### config.mk
export PLATFORM = sky130hd
export DESIGN_NAME = dac_dblbuf_core
export DESIGN_NICKNAME = d
export VERILOG_FILES = /design/src/rtl/dac_ctrl_pkg.sv /design/src/rtl/dac_pin_sampler.sv /design/src/rtl/dac_ctl_decode.sv /design/src/rtl/dac_reg_pair.sv /design/src/rtl/dac_dblbuf_core.sv
export SDC_FILE = /design/constraint.sdc
export NUM_CORES = 1
export LEC_CHECK = 0
export CELL_PAD_IN_SITES_DETAIL_PLACEMENT = 0
export CELL_PAD_IN_SITES_GLOBAL_PLACEMENT = 1
export CORE_MARGIN = 2
export CORE_UTILIZATION = 40
export DETAILED_ROUTE_END_ITERATION = 8
export GPL_TIMING_DRIVEN = 0
export PLACE_DENSITY_LB_ADDON = 0.1
export SLEW_MARGIN = 20
export SYNTH_ARGS = -nofsm -noshare
export SYNTH_HDL_FRONTEND = slang
export SYNTH_SLANG_ARGS = --single-unit
### constraint.sdc
create_clock -name clk_i -period 1.5 [get_ports clk_i]
set_input_delay 0.3 -clock clk_i [delete_from_list [all_inputs] [get_ports clk_i]]
set_output_delay 0.3 -clock clk_i [all_outputs]
set_load 0.03 [all_outputs]
### src/rtl/dac_ctrl_pkg.sv
package dac_ctrl_pkg;

  typedef struct packed {
    logic cs_n;
    logic rw;
    logic ld_n;
  } pin_ctl_t;

  typedef enum logic [1:0] {
    UPD_HOLD   = 2'd0,
    UPD_FROM_IN = 2'd1,
    UPD_FROM_BUS = 2'd2
  } dac_upd_e;

  localparam pin_ctl_t CTL_IDLE = '{cs_n: 1'b1, rw: 1'b1, ld_n: 1'b1};

endpackage

### src/rtl/dac_pin_sampler.sv
module dac_pin_sampler
  import dac_ctrl_pkg::*;
#(
  parameter int DW          = 16,
  parameter int SYNC_STAGES = 2
) (
  input  logic           clk_i,
  input  logic           rst_n_i,
  input  pin_ctl_t       pins_i,
  input  logic [DW-1:0]  data_i,
  output pin_ctl_t       ctl_now_o,
  output logic           prev_cs_n_o,
  output logic           prev_rw_o,
  output logic [DW-1:0]  data_now_o,
  output logic [DW-1:0]  data_prev_o
);
  localparam int LAST = SYNC_STAGES - 1;

  pin_ctl_t      ctl_pipe  [SYNC_STAGES];
  logic [DW-1:0] data_pipe [SYNC_STAGES];

  for (genvar g = 0; g < SYNC_STAGES; g++) begin : g_stage
    if (g == 0) begin : g_first
      always_ff @(posedge clk_i or negedge rst_n_i) begin
        if (!rst_n_i) ctl_pipe[0] <= CTL_IDLE;
        else          ctl_pipe[0] <= pins_i;
      end
      always_ff @(posedge clk_i) data_pipe[0] <= data_i;
    end else begin : g_next
      always_ff @(posedge clk_i or negedge rst_n_i) begin
        if (!rst_n_i) ctl_pipe[g] <= CTL_IDLE;
        else          ctl_pipe[g] <= ctl_pipe[g-1];
      end
      always_ff @(posedge clk_i) data_pipe[g] <= data_pipe[g-1];
    end
  end

  always_ff @(posedge clk_i or negedge rst_n_i) begin
    if (!rst_n_i) begin
      prev_cs_n_o <= 1'b1;
      prev_rw_o   <= 1'b1;
    end else begin
      prev_cs_n_o <= ctl_pipe[LAST].cs_n;
      prev_rw_o   <= ctl_pipe[LAST].rw;
    end
  end

  always_ff @(posedge clk_i) data_prev_o <= data_pipe[LAST];

  assign ctl_now_o  = ctl_pipe[LAST];
  assign data_now_o = data_pipe[LAST];

endmodule

### src/rtl/dac_ctl_decode.sv
module dac_ctl_decode
  import dac_ctrl_pkg::*;
(
  input  pin_ctl_t ctl_now_i,
  input  logic     prev_cs_n_i,
  input  logic     prev_rw_i,
  output logic     capture_o,
  output dac_upd_e dac_upd_o,
  output logic     read_o
);
  logic direct;

  always_comb begin
    capture_o = ctl_now_i.cs_n & ~prev_cs_n_i & ~prev_rw_i;
    direct    = ~ctl_now_i.cs_n & ~ctl_now_i.rw & ~ctl_now_i.ld_n;
    read_o    = ~ctl_now_i.cs_n & ctl_now_i.rw;
    if (direct)                dac_upd_o = UPD_FROM_BUS;
    else if (!ctl_now_i.ld_n)  dac_upd_o = UPD_FROM_IN;
    else                       dac_upd_o = UPD_HOLD;
  end

endmodule

### src/rtl/dac_reg_pair.sv
module dac_reg_pair
  import dac_ctrl_pkg::*;
#(
  parameter int DW = 16
) (
  input  logic          clk_i,
  input  logic          force_n_i,
  input  logic [DW-1:0] preset_i,
  input  logic          capture_i,
  input  logic [DW-1:0] cap_data_i,
  input  dac_upd_e      dac_upd_i,
  input  logic [DW-1:0] bus_data_i,
  output logic [DW-1:0] in_q_o,
  output logic [DW-1:0] dac_q_o
);

  always_ff @(posedge clk_i) begin
    if (!force_n_i) begin
      in_q_o  <= preset_i;
      dac_q_o <= preset_i;
    end else begin
      if (capture_i) in_q_o <= cap_data_i;
      case (dac_upd_i)
        UPD_FROM_BUS: dac_q_o <= bus_data_i;
        UPD_FROM_IN:  dac_q_o <= in_q_o;
        default:      dac_q_o <= dac_q_o;
      endcase
    end
  end

endmodule

### src/rtl/dac_dblbuf_core.sv
module dac_dblbuf_core
  import dac_ctrl_pkg::*;
#(
  parameter int DW          = 16,
  parameter int SYNC_STAGES = 2
) (
  input  logic          clk_i,
  input  logic          cs_n_i,
  input  logic          rw_i,
  input  logic          ld_n_i,
  input  logic          rst_n_i,
  input  logic          sel_mid_i,
  input  logic [DW-1:0] bus_din_i,
  output logic [DW-1:0] bus_dout_o,
  output logic          bus_oe_o,
  output logic [DW-1:0] dac_code_o
);
  localparam logic [DW-1:0] MID_CODE = {1'b0, {(DW-1){1'b1}}};
  localparam logic [DW-1:0] MIN_CODE = {DW{1'b1}};

  pin_ctl_t      pins, ctl_now;
  logic          prev_cs_n, prev_rw, capture, read_en;
  dac_upd_e      dac_upd;
  logic [DW-1:0] data_now, data_prev, preset, in_q_w, dac_q_w;

  assign pins   = '{cs_n: cs_n_i, rw: rw_i, ld_n: ld_n_i};
  assign preset = sel_mid_i ? MID_CODE : MIN_CODE;

  dac_pin_sampler #(.DW(DW), .SYNC_STAGES(SYNC_STAGES)) u_sampler (
    .clk_i       (clk_i),
    .rst_n_i     (rst_n_i),
    .pins_i      (pins),
    .data_i      (bus_din_i),
    .ctl_now_o   (ctl_now),
    .prev_cs_n_o (prev_cs_n),
    .prev_rw_o   (prev_rw),
    .data_now_o  (data_now),
    .data_prev_o (data_prev)
  );

  dac_ctl_decode u_decode (
    .ctl_now_i   (ctl_now),
    .prev_cs_n_i (prev_cs_n),
    .prev_rw_i   (prev_rw),
    .capture_o   (capture),
    .dac_upd_o   (dac_upd),
    .read_o      (read_en)
  );

  dac_reg_pair #(.DW(DW)) u_regs (
    .clk_i      (clk_i),
    .force_n_i  (rst_n_i),
    .preset_i   (preset),
    .capture_i  (capture),
    .cap_data_i (data_prev),
    .dac_upd_i  (dac_upd),
    .bus_data_i (data_now),
    .in_q_o     (in_q_w),
    .dac_q_o    (dac_q_w)
  );

  // Reset acts on the outputs without waiting for a clock edge.
  assign dac_code_o = rst_n_i ? dac_q_w : preset;
  assign bus_dout_o = rst_n_i ? in_q_w  : preset;
  assign bus_oe_o   = read_en & rst_n_i;

endmodule

Word-level counts from Yosys, hierarchy flattened
Memory sizes are Yosys's and may differ from the RTL's. Cells that the tools add are included.

Input bits: 22. Memories: 1. Bits in writable memories: 32. Register bits after elaboration: 56. Word-level logic and storage cells: 36.

Memories: u_sampler.data_pipe (words 2, bits a word 16, read ports 2, clocked after Yosys merged registers in 0, write ports 2, line dac_pin_sampler.sv:20) `logic [DW-1:0] data_pipe [SYNC_STAGES];`.

Eq/ne operators: 4. Mux-type cells: 9. Bitwise gates (word level): 11.

Operators by type and width (count): two-way mux 16 bit (6); one-hot mux 16 bit (2 select lines) (1); bitwise AND 1 bit (6); inverter 1 bit (5); != test 3 x 1 -> 1 bit, second input constant (1); equality test 2 x 1 -> 1 bit, second input constant (1); equality test 2 bit, second input constant (1); two-way mux 2 bit (1); != test 2 x 1 -> 1 bit, second input constant (1); two-way mux 1 bit (1).

Longest topological paths before layout
Depth after elaboration: 7. Mapped depth: 5.

Cells and area by module
From an unflattened synthesis, not the netlist that was laid out.

Cell total of the unflattened synthesis: 264. Area total of the unflattened synthesis: 3264.4 um^2.

Modules (own cells, without submodules): dac_reg_pair (cells each 144, seq. area each 960.9 um^2, area an instance 1667.8 um^2, instances 1); dac_pin_sampler (cells each 75, seq. area each 1171.1 um^2, area an instance 1313.8 um^2, instances 1); dac_dblbuf_core (cells each 40, seq. area each 0.0 um^2, area an instance 241.5 um^2, instances 1); dac_ctl_decode (cells each 5, seq. area each 0.0 um^2, area an instance 41.3 um^2, instances 1).

Least setup slack after synthesis
Ideal clock, no wire load.

Path type: input -> output. Start: in rst_n_i. End: out bus_oe_o. Buffers on the path: 1. Cell stages on the path: 3. Arrival: 1.298 ns. Path slack: -0.098 ns. Cells stage by stage: clkbuf_2 inv_1 nor3b_1.

Cells in the longest elaborated chain, start to end: 1.

RTL lines: from (decl) (line dac_dblbuf_core.sv:11) `input logic rst_n_i,`; bitwise AND 1 bit (line dac_dblbuf_core.sv:65) `assign bus_oe_o = read_en & rst_n_i;`; to (decl) (line dac_dblbuf_core.sv:15) `output logic bus_oe_o,`.

No other way between the ends.

Worst setup path after layout
Start: reg u_sampler.ctl_pipe (netlist bit u_sampler.ctl_now_o[1]). End: out bus_oe_o.

Cells in the longest elaborated chain, start to end: 2.

RTL lines: from (decl) (line dac_pin_sampler.sv:19) `pin_ctl_t ctl_pipe [SYNC_STAGES];`; from (signal, indexed assignment) (line dac_pin_sampler.sv:32) `else ctl_pipe[g] <= ctl_pipe[g-1];`; bitwise AND 1 bit (line dac_ctl_decode.sv:16) `read_o = ~ctl_now_i.cs_n & ctl_now_i.rw;`; bitwise AND 1 bit (line dac_dblbuf_core.sv:65).

No other way between the ends.

==> impl_metrics.ini <==
[final_layout]
fin_area_sq_um = 3530
nets = 294
fill_cells = 616
finalNonFillerCells = 357
area_growth_pct = 28.3
n_antenna_cell = 0
drive_above_1_share = 0.260

[power_and_ir_drop]
intPower_uw = 3460
p_seq_frac = 0.578
power_frac_comb = 0.091
switching_share = 0.255
leakage_uw = 0.00139
pwr-share-clk = 0.331
p_per_area_nw_per_um2 = 1310
vdd_drop_max_mv = 0.784
p_sw_uw = 1180

[clock_tree]
cts_buffers = 9
ctsLongestPathBuffers = 2
clockRootBuffer = clkbuf_8
clock-sinks = 88
htreeDepth = 3
clk_pin_slew_worst_paths_ns = 0.08
clk_latency_ns = 0.36
tritoncts = built

[sta]
finalSetupViolCount = 1
hold_viol_final = 0
clock.fmax_ghz = 0.665
finClkSkew_ns = 0.00999
worst_slew_pin_slew_ns = 0.434
final_max_slew_viol_count = 0
fin_hold_ws_ns = 0.333
rsz0062_at_grt = yes
relSlewSlack = 0.710
post-route-period-util = 1.00
fin_crit_ns = 1.50
finalWorstSetupSlack_ns = -0.00421
fin_tns_setup_ns = -0.00421

[floorplanning]
rows = 30
initial_utilization = 0.410
die_width_um = 87.0
die-height_um = 87.0
io_pins = 55
core_area_sq_um = 6720
die_area_sq_um = 7560

[setup_path]
crit_cells = 2
arrival_ns = 1.20
reg2reg_depth = 5
slowest_delay_ns = 0.54
required_ns = 1.20
crit_slowest_cell = dfstp_2
r2r_end = u_regs.dac_q_o[6]$_SDFFCE_PN1P_
critPathBufInv = 1
reg2reg_from = u_sampler.ctl_now_o[1]$_DFF_PN1_
worstSetupStartpointType = register
worstSetupPathType = register to output pin
crit_family = flip-flops
crit_start = u_sampler.ctl_now_o[1]$_DFF_PN1_
critPathMaxFanout = 2
path_cells = nor3b_2, buf_4
critPathCaptureType = output pin
r2r_slack_ns = 0.10

[job]
drv_cap = 0

[min_path]
hold_path_end = u_sampler.data_pipe[0][16]$_DFF_P_
hold_depth = 0
min_from = u_sampler.data_pipe[0][0]$_DFF_P_
hold_path.class = register to register

[routing]
ant_nets = 0
drt_iter0_markers = 52
drc = 0
wl_per_cell_um = 14.4
dr.pass1.iters = 4
vias_per_cell = 4.48
totalWireLength_um = 5150
num_vias = 1598

[status]
violations = setup timing
status = finished with violations

[yosys]
yosys.area.top_type_share = 0.349
synth.avg_cell_area_sq_um = 13.4
ys_warn_count = 0
yosysUniqueCellTypes = 19
synth_edf_count = 32
ys_top_cells_by_count = dfxtp_1, nand2b_1, nand2_1, edfxtp_1, nand3_1
ys.flop_type = dfxtp_1
async_flop_share = 0.0909
synthTopCellsByArea = dfxtp_1, edfxtp_1, nand2b_1
synth_area_leader_cell = dfxtp_1
netlist_instances = 205
ys_ff_latch = 88
seq_area_frac_synth = 0.775
syn_nets = 227
syn_area_sq_um = 2750
yosysMostFrequentCell = dfxtp_1

[grt]
gr-total-overflow = 0
grt_pass1_vias = 1644
antenna_found_initial = 0
grt_max_degree = 18
grt_usage = 0.152
grt_first_pass_wirelength_um = 8200

[placement]
io_buffers = 54
place_area_sq_um = 3400
dpl_worst_slack_ns = -1.29
gp_congestion = 0.698
dp_hpwl_um = 3280
dp.cells = 339
## how the worst max path moves through the flow
stage                endpoint  slack [ns]
3_5_place_dp         bus_oe_o       -1.29
6_report             bus_oe_o      -0.004
4_1_cts              bus_oe_o       -0.02
3_3_place_gp         bus_oe_o       -1.25
2_1_floorplan  bus_dout_o[15]        0.04
5_1_grt              bus_oe_o       -0.08
## layout make-up
| class | count | area [sq um] | share of cell area |
|---|---|---|---|
| well taps | 80 | 100 | 0.0283 |
| flip-flops and latches | 88 | 2130 | 0.604 |
| inverters | 1 | 3.75 | 0.00106 |
| multi-input cells | 106 | 566 | 0.160 |
| plain buffers | 10 | 105 | 0.0298 |
| clock buffers | 10 | 128 | 0.0361 |
| repair buffers | 56 | 443 | 0.125 |
| clock inverters | 6 | 55.1 | 0.0156 |
## worst register-to-register path: cells and delay by family (launching register included)
| kind | cells | cell delay, ns |
|---|---|---|
| buf+inv | 2 | 0.34 |
| compound gates | 1 | 0.13 |
| flops | 1 | 0.54 |
| simple gates | 2 | 0.15 |
## per-layer routing
layer | up-vias | wire, um | GRT usage
met4 | 0 | 68 | 0.0469
met3 | 6 | 287 | 0.0673
met1 | 747 | 2190 | 0.169
met2 | 38 | 2600 | 0.262
met5 | - | 0 | 0
li1 | 807 | - | -
## flip-flops by register name, summed over array words and instances, names as in the netlist
register / count
u_regs.in_q_o: 16
u_sampler.prev_cs_n_o: 1
u_sampler.data_pipe: 32
u_sampler.data_prev_o: 16
u_sampler.ctl_now_o: 3
u_sampler.prev_rw_o: 1
u_sampler.ctl_pipe: 3
u_regs.dac_q_o: 16
## what timing repair did
item                                   in CTS  in global routing
pin swaps                                   0                  0
gates resized for setup                   142                 23
endpoints found under the hold margin       8                  0
buffers inserted                            1                  0
hold buffers                                1                  0
setup endpoints to repair                  81                 14
## through the flow
step                power, uW  utilization
floorplan                2970            -
global placement         3180        0.506
detailed placement       3180        0.506
CTS                      4700        0.537
global route             4840        0.526
finish                   4640        0.526
## power groups by stage
| stage | Sequential, uW | Clock (uW) | Combinational [uW] |
|---|---|---|---|
| floorplan | 2720 | 0 | 249 |
| CTS | 2680 | 1570 | 443 |
| detailed placement | 2740 | 0 | 449 |
| global placement | 2730 | 0 | 446 |
| finish | 2680 | 1540 | 423 |
| global route | 2700 | 1680 | 461 |
## logic make-up after synthesis
group / count (synthesis) / synth area share
AO/OA/AOI/OAI: 7 / 0.0177
buffers and inverters: 11 / 0.0236
flip-flops: 88 / 0.775
AND/OR/NAND/NOR: 99 / 0.184
## layout by cell type, fill, tap and decap left out, types with 5 or more instances in the layout
cell type,count
clkdlybuf4s50_1,20
edfxtp_1,32
nand3_1,15
clkdlybuf4s15_2,8
clkbuf_8,13
buf_2,21
dfstp_2,8
nand2b_1,45
dfxtp_1,48
buf_4,5
nand2_1,35
inv_6,5
Note: power is estimated with default switching activity, not from simulation.
